[src/rtl/burst_cfg_pkg.sv]
package burst_cfg_pkg;

   typedef enum logic [1:0] {
      SEQ_IDLE = 2'd0,
      SEQ_GOT1 = 2'd1,
      SEQ_GOT2 = 2'd2
   } seq_state_e;

   typedef enum logic [1:0] {
      BURST_CONT = 2'b00,
      BURST_W8   = 2'b01,
      BURST_W16  = 2'b10,
      BURST_W32  = 2'b11
   } burst_kind_e;

   // Field order follows the address bits that feed it (MSB = bit 19).
   typedef struct packed {
      logic        async_mode;
      logic        rdy_with_data;
      logic        rise_edge;
      burst_kind_e burst;
      logic [2:0]  wait_code;
   } cfg_word_t;

   localparam int CFG_W = $bits(cfg_word_t);

   localparam cfg_word_t CFG_DEFAULT = '{
      async_mode:    1'b1,
      rdy_with_data: 1'b1,
      rise_edge:     1'b1,
      burst:         BURST_CONT,
      wait_code:     3'b101
   };

endpackage

[src/rtl/burst_cmd_recognizer.sv]
module burst_cmd_recognizer
   import burst_cfg_pkg::*;
#(
   parameter int                 DATA_W            = 8,
   parameter int                 MATCH_W           = 12,
   parameter logic [MATCH_W-1:0] STEP1_ADDR        = 12'h555,
   parameter logic [DATA_W-1:0]  STEP1_DATA        = 8'hAA,
   parameter logic [MATCH_W-1:0] STEP2_ADDR        = 12'h2AA,
   parameter logic [DATA_W-1:0]  STEP2_DATA        = 8'h55,
   parameter logic [MATCH_W-1:0] CONFIRM_ADDR      = 12'h555,
   parameter logic [DATA_W-1:0]  CONFIRM_DATA      = 8'hC0,
   parameter bit                 RESTART_ON_UNLOCK = 1'b1
) (
   input  logic               clk,
   input  logic               rst_n,
   input  logic               wr_en_i,
   input  logic [MATCH_W-1:0] addr_lo_i,
   input  logic [DATA_W-1:0]  data_i,
   input  logic               busy_i,
   output logic               load_o
);

   generate
      if (MATCH_W < 1) begin : g_bad_match
         $error("burst_cmd_recognizer: MATCH_W must be positive");
      end
      if (DATA_W < 1) begin : g_bad_data
         $error("burst_cmd_recognizer: DATA_W must be positive");
      end
   endgenerate

   seq_state_e state_q, state_d, brk_state;
   logic       hit1, hit2, hit3;

   assign hit1 = (addr_lo_i == STEP1_ADDR)   && (data_i == STEP1_DATA);
   assign hit2 = (addr_lo_i == STEP2_ADDR)   && (data_i == STEP2_DATA);
   assign hit3 = (addr_lo_i == CONFIRM_ADDR) && (data_i == CONFIRM_DATA);

   // Where a sequence-breaking write sends the recogniser.
   generate
      if (RESTART_ON_UNLOCK) begin : g_restart
         assign brk_state = hit1 ? SEQ_GOT1 : SEQ_IDLE;
      end else begin : g_plain
         assign brk_state = SEQ_IDLE;
      end
   endgenerate

   always_comb begin
      state_d = state_q;
      load_o  = 1'b0;
      if (wr_en_i) begin
         unique case (state_q)
            SEQ_IDLE: state_d = hit1 ? SEQ_GOT1 : SEQ_IDLE;
            SEQ_GOT1: state_d = hit2 ? SEQ_GOT2 : brk_state;
            SEQ_GOT2: begin
               if (hit3) begin
                  state_d = SEQ_IDLE;
                  load_o  = !busy_i;
               end else begin
                  state_d = brk_state;
               end
            end
            default:  state_d = SEQ_IDLE;
         endcase
      end
   end

   always_ff @(posedge clk or negedge rst_n) begin
      if (!rst_n) state_q <= SEQ_IDLE;
      else        state_q <= state_d;
   end

   // no write, no movement of the sequence
   assert_idle_hold_R9: assert property (@(posedge clk) disable iff (!rst_n)
      !wr_en_i |=> $stable(state_q));

   // reaching the final step needs a second unlock write just before
   assert_step2_entry_R2: assert property (@(posedge clk) disable iff (!rst_n)
      (state_q == SEQ_GOT2 && $past(state_q) != SEQ_GOT2)
         |-> ($past(wr_en_i) && $past(data_i) == STEP2_DATA && $past(state_q) == SEQ_GOT1));

   // a refused confirm leaves the recogniser at its start
   assert_busy_reject_R8: assert property (@(posedge clk) disable iff (!rst_n)
      (wr_en_i && busy_i && state_q == SEQ_GOT2 && hit3) |=> state_q == SEQ_IDLE);

endmodule

[src/rtl/burst_cfg_register.sv]
module burst_cfg_register
   import burst_cfg_pkg::*;
#(
   parameter int        CODE_W    = CFG_W,
   parameter cfg_word_t RESET_CFG = CFG_DEFAULT
) (
   input  logic              clk,
   input  logic              rst_n,
   input  logic              load_i,
   input  logic [CODE_W-1:0] code_i,
   output cfg_word_t         cfg_o,
   output logic              loaded_o
);

   generate
      if (CODE_W != CFG_W) begin : g_bad_width
         $error("burst_cfg_register: CODE_W must equal the configuration word width");
      end
   endgenerate

   cfg_word_t cfg_q;
   logic      loaded_q;

   always_ff @(posedge clk or negedge rst_n) begin
      if (!rst_n) begin
         cfg_q    <= RESET_CFG;
         loaded_q <= 1'b0;
      end else begin
         loaded_q <= load_i;
         if (load_i) cfg_q <= cfg_word_t'(code_i);
      end
   end

   assign cfg_o    = cfg_q;
   assign loaded_o = loaded_q;

   // contents change only on an accepted load
   assert_hold_R8: assert property (@(posedge clk) disable iff (!rst_n)
      !load_i |=> $stable(cfg_q));

   // strobe marks exactly the cycle after a load
   assert_strobe_R10: assert property (@(posedge clk) disable iff (!rst_n)
      load_i |=> (loaded_q && cfg_q == $past(code_i)));

endmodule

[src/rtl/burst_cfg_decode.sv]
module burst_cfg_decode
   import burst_cfg_pkg::*;
#(
   parameter int WAIT_W  = 3,
   parameter int BURST_W = 2
) (
   input  cfg_word_t          cfg_i,
   output logic               async_o,
   output logic               sync_o,
   output logic               rdy_o,
   output logic               rise_o,
   output logic [BURST_W-1:0] burst_o,
   output logic [WAIT_W-1:0]  wait_o
);

   generate
      if (WAIT_W != $bits(cfg_i.wait_code)) begin : g_bad_wait
         $error("burst_cfg_decode: WAIT_W does not match the configuration word");
      end
      if (BURST_W != $bits(cfg_i.burst)) begin : g_bad_burst
         $error("burst_cfg_decode: BURST_W does not match the configuration word");
      end
   endgenerate

   assign async_o = cfg_i.async_mode;
   assign sync_o  = ~cfg_i.async_mode;
   assign rdy_o   = cfg_i.rdy_with_data;
   assign rise_o  = cfg_i.rise_edge;
   assign burst_o = cfg_i.burst;
   assign wait_o  = cfg_i.wait_code;

endmodule

[src/rtl/burst_cfg_seq.sv]
module burst_cfg_seq
   import burst_cfg_pkg::*;
#(
   parameter int ADDR_W            = 20,
   parameter int DATA_W            = 8,
   parameter int MATCH_W           = 12,
   parameter int CODE_LSB          = 12,
   parameter bit RESTART_ON_UNLOCK = 1'b1
) (
   input  logic              clk,
   input  logic              rst_n,
   input  logic              wr_en,
   input  logic [ADDR_W-1:0] wr_addr,
   input  logic [DATA_W-1:0] wr_data,
   input  logic              op_busy,
   output logic              cfg_async,
   output logic              rdy_with_data,
   output logic              rise_edge,
   output logic [1:0]        burst_mode,
   output logic [2:0]        wait_code,
   output logic              sync_active,
   output logic              cfg_loaded
);

   localparam int                 CODE_MSB   = CODE_LSB + CFG_W - 1;
   localparam logic [DATA_W-1:0]  CONF_BYTE  = DATA_W'(8'hC0);

   generate
      if (CODE_MSB != ADDR_W - 1) begin : g_bad_addr
         $error("burst_cfg_seq: code field must occupy the top address bits");
      end
      if (CODE_LSB < MATCH_W) begin : g_bad_overlap
         $error("burst_cfg_seq: code field overlaps the matched address bits");
      end
      if (DATA_W != 8) begin : g_bad_byte
         $error("burst_cfg_seq: command bytes are eight bits wide");
      end
   endgenerate

   logic      load;
   cfg_word_t cfg;

   burst_cmd_recognizer #(
      .DATA_W            (DATA_W),
      .MATCH_W           (MATCH_W),
      .STEP1_ADDR        (MATCH_W'(12'h555)),
      .STEP1_DATA        (DATA_W'(8'hAA)),
      .STEP2_ADDR        (MATCH_W'(12'h2AA)),
      .STEP2_DATA        (DATA_W'(8'h55)),
      .CONFIRM_ADDR      (MATCH_W'(12'h555)),
      .CONFIRM_DATA      (CONF_BYTE),
      .RESTART_ON_UNLOCK (RESTART_ON_UNLOCK)
   ) u_recog (
      .clk       (clk),
      .rst_n     (rst_n),
      .wr_en_i   (wr_en),
      .addr_lo_i (wr_addr[MATCH_W-1:0]),
      .data_i    (wr_data),
      .busy_i    (op_busy),
      .load_o    (load)
   );

   burst_cfg_register #(
      .CODE_W    (CFG_W),
      .RESET_CFG (CFG_DEFAULT)
   ) u_reg (
      .clk      (clk),
      .rst_n    (rst_n),
      .load_i   (load),
      .code_i   (wr_addr[CODE_MSB:CODE_LSB]),
      .cfg_o    (cfg),
      .loaded_o (cfg_loaded)
   );

   burst_cfg_decode #(
      .WAIT_W  (3),
      .BURST_W (2)
   ) u_dec (
      .cfg_i   (cfg),
      .async_o (cfg_async),
      .sync_o  (sync_active),
      .rdy_o   (rdy_with_data),
      .rise_o  (rise_edge),
      .burst_o (burst_mode),
      .wait_o  (wait_code)
   );

   // outputs after a strobe mirror the upper address bits of the confirm write
   assert_code_map_R3: assert property (@(posedge clk) disable iff (!rst_n)
      cfg_loaded |-> ({cfg_async, rdy_with_data, rise_edge, burst_mode, wait_code}
                      == $past(wr_addr[CODE_MSB:CODE_LSB])));

   // an accepted load never coincides with a busy embedded operation
   assert_not_busy_R8: assert property (@(posedge clk) disable iff (!rst_n)
      cfg_loaded |-> ($past(wr_en) && !$past(op_busy) && $past(wr_data) == CONF_BYTE));

   // the strobe never lasts two cycles
   assert_single_pulse_R10: assert property (@(posedge clk) disable iff (!rst_n)
      cfg_loaded |=> !cfg_loaded);

   // synchronous flag is the complement of the read-mode field
   assert_sync_flag_R4: assert property (@(posedge clk) disable iff (!rst_n)
      sync_active != cfg_async);

endmodule

[config.mk]
export PLATFORM = sky130hd
export DESIGN_NAME = burst_cfg_seq
export DESIGN_NICKNAME = d
export VERILOG_FILES = /design/src/rtl/burst_cfg_pkg.sv /design/src/rtl/burst_cmd_recognizer.sv /design/src/rtl/burst_cfg_register.sv /design/src/rtl/burst_cfg_decode.sv /design/src/rtl/burst_cfg_seq.sv
export SDC_FILE = /design/constraint.sdc
export NUM_CORES = 1
export LEC_CHECK = 0
export ABC_AREA = 1
export BUFFER_PORTS_ARGS = -buffer_cell sky130_fd_sc_hd__buf_2
export CAP_MARGIN = 20
export CELL_PAD_IN_SITES_DETAIL_PLACEMENT = 2
export CELL_PAD_IN_SITES_GLOBAL_PLACEMENT = 2
export CORE_UTILIZATION = 18
export DETAILED_ROUTE_END_ITERATION = 8
export PLACE_DENSITY = 0.79
export SETUP_SLACK_MARGIN = 0.05
export SKIP_LAST_GASP = 1
export SLEW_MARGIN = 25
export SYNTH_ARGS = -nofsm -noshare
export SYNTH_HDL_FRONTEND = slang
export SYNTH_HIERARCHICAL = 1
export SYNTH_SLANG_ARGS = --single-unit
[constraint.sdc]
create_clock -name clk -period 1.3 [get_ports clk]
set_clock_uncertainty 0.2 [all_clocks]
set_input_delay 0.26 -clock clk [delete_from_list [all_inputs] [get_ports clk]]
set_output_delay 0.26 -clock clk [all_outputs]
set_load 0.005 [all_outputs]
==> impl_metrics.csv <==
group,metric,value,unit
run_status,outcome,"complete, but fails checks",
run_status,violations,"setup timing",
placement,port_buffers,41,
clocking,cts-root-buf,"clkbuf_8",
sta,relSlewSlack,83.3,%
final_layout,drive_gt1_share,52.0,%
setup_path,path_class,"register to register",
setup_path,path_cells,"nor4_2 > nand2_1 > nor2_4 > inv_4 > nand2_1 > nand2_1",
synth,yosys_warnings,6,
clocking,h-tree-depth,1,
clocking,max-clock-path-buffers,2,
synth,async_flop_share,100,%
grt,use_met1,12.1,%
synth,syn_inst,98,
route,drt_iter0_markers,15,
hold_path,hp-class,"primary input to register",
synth,netlist.area_leader.share,22.0,%
floorplanning,core-area,3660,um2
sta,hold_viol_final,0,
grt,grt-busiest-layer,"met2",
sta,timing.hold.ws,0.0161,ns
placement,gp_congestion,0.761,
sta,fmax,0.683,GHz
setup_path,path_common_cell,"nand2_1",
placement,dp_hpwl,1990,um
clocking,clk_pin_slew,0.05,ns
clocking,clkSinkCount,11,
synth,syn_area,683,um2
grt,grtUsageTotal,12.8,%
sta,setup_slack,-0.165,ns
clocking,clock_latency,0.24,ns
floorplanning,ios,42,
setup_path,cp_slowest_cell,"dfrtp_1",
route,wl_per_cell,11.8,um
setup_path,startpoint,"u_recog/state_q[0]",
floorplanning,die_area,4050,um2
route,vias_per_cell,3.98,
floorplanning,chipWidth,63.6,um
hold_path,hp-start,"wr_addr[18]",
sta,min_period,1.47,ns
grt,grt-ovfl-total,0,
setup_path,critPathRequiredTime,1.23,ns
setup_path,end_kind,"register",
synth,postSynthNetCount,130,
synth,synth.avg_cell_area,6.97,um2
power,ir_drop,0.000231,V
synth,synth-seq-area-share,41.2,%
final_layout,area_delta_synth_final,61.7,%
floorplanning,fp-row-count,22,
grt,grt_pass1_vias,914,
setup_path,cp_top_family,"simple AND/OR/NAND/NOR gates",
grt,antenna_found_initial,0,
synth,synth_common_cells,"nand2_1 (34), nor2_1 (15), inv_1 (13)",
sta,finalSetupViolations,16,
setup_path,worstReg2RegStart,"u_recog/state_q[0]",
setup_path,cp_max_fo,8,
synth,synth_area_leaders,"dfrtp_1 (22%), dfstp_2 (19%), nand2_1 (19%)",
route,dr.pass1.iters,3,
clocking,numCtsBuffers,3,
final_layout,final_net_count,183,
sta,final-max-slew-violation-count,0,
final_layout,n_antenna_cell,0,
clocking,cts_tree,"yes",
synth,yosysUniqueCellTypes,16,
sta,rsz0062_at_grt,"true",
sta,worstMarginPinSlew,0.248,ns
sta,timing.final.crit_share,113,%
floorplanning,initial_core_util,18.7,%
setup_path,max_stage_delay,0.39,ns
setup_path,worst-path-buf-inv,1,
grt,use_met2,24.5,%
synth,synth-edff-count,0,
grt,grt_pass1_wl,3890,um
grt,grt_max_degree,12,
flow_run,maxCapViolations,0,
synth,ys_ff_latch,11,
grt,grtUsageMet3,3.08,%
setup_path,worstPathArrival,1.39,ns
setup_path,worst-r2r-setup-slack,-0.17,ns
synth,synth.most_common_cell,"nand2_1",
route,drt-total-wl,2340,um
power,powerDensity,725,nW/um2
setup_path,cp-start-kind,"register",
power,finalPower,800,uW
route,vias,788,
route,drc,0,
synth,synth_top_cell_by_area,"dfrtp_1",
synth,synth_flop_cell,"dfrtp_1",
floorplanning,die_h,63.6,um
route,ant_nets,0,
final_layout,final_util,30.2,%
power,cellLeakagePower,0.600,nW
==> cell usage in the layout (no fill, tap or decap), drive strengths merged <==
cell         synthesis  final
buf                  9     56
clkbuf               0      4
dfrtp                6      6
dfstp                5      5
dlygate4sd3          0      1
inv                 14     14
nand2               34     34
nand3                5      5
nand3b               1      1
nand4                3      3
nor2                15     15
nor3                 3      3
nor4                 1      1
o21ai                2      2
==> power breakdown <==
group | internal, mW | switching, mW | leakage, nW
Combinational | 0.0624 | 0.0553 | 0.442
Sequential | 0.344 | 0.000000105 | 0.135
Clock | 0.215 | 0.124 | 0.0228
==> per-stage QoR <==
| stage | setup TNS (ns) | std cells | setup slack, ns | area [um2] |
|---|---|---|---|---|
| after detailed placement | -2.74 | 191 | -0.325 | 980 |
| after CTS | -1.73 | 197 | -0.173 | 1080 |
| final | -1.67 | 198 | -0.165 | 1100 |
| after global routing | -2.44 | 198 | -0.237 | 1100 |
| after floorplan | -0.469 | 98 | -0.0796 | 688 |
| after global placement | -2.03 | 191 | -0.238 | 980 |
==> registers in the layout (all words and copies together) (netlist names) <==
| register | cells |
|---|---|
| u_reg/loaded_o | 1 |
| u_reg/cfg_o | 8 |
| u_recog/state_q | 2 |
==> tightest hold or removal path, stage by stage <==
cell and delay [ns]:
buf_2 0.10, nand2_1 0.05, nand2_1 0.04
==> final timing paths <==
path | endpoint | cells past startpoint
setup reg to reg | u_reg/cfg_o[3] | 6
hold / removal | u_reg/cfg_o[6] | 3
setup / recovery | u_reg/cfg_o[3] | 6
min in group asynchronous | u_reg/loaded_o | 2
max in group asynchronous | u_reg/cfg_o[2] | 2
hold reg to reg | u_reg/cfg_o[5] | 2
==> repair_timing <==
action                                  in CTS  in global routing
pin swaps                                    9                  4
buffers inserted                             1                  1
hold buffers                                 1                  0
resized for setup                           10                  7
endpoints found under the setup margin      15                 16
hold endpoints to repair                    11                  0
==> final cells by class <==
type,count,area [um2]
fill,447,2560
timing repair buffer,57,360
multi-input combinational,64,303
sequential,11,282
tap,48,60.1
inverter,14,55.1
clock buffer,4,45.0
==> routing by layer <==
| metal | vias to the layer above | wire, um |
|---|---|---|
| li1 | 396 | - |
| met1 | 355 | 889 |
| met2 | 32 | 1270 |
| met3 | 5 | 128 |
| met4 | 0 | 51 |
| met5 | - | 0 |
==> cells by family after synthesis <==
| group | after synthesis | synth area share, % |
|---|---|---|
| DFF | 11 | 41.2 |
| AOI/OAI and AO/OA | 2 | 1.46 |
| and+or+nand+nor | 62 | 39.2 |
| buffers and inverters | 23 | 18.1 |
No activity file was read; power rests on OpenSTA's default activity.
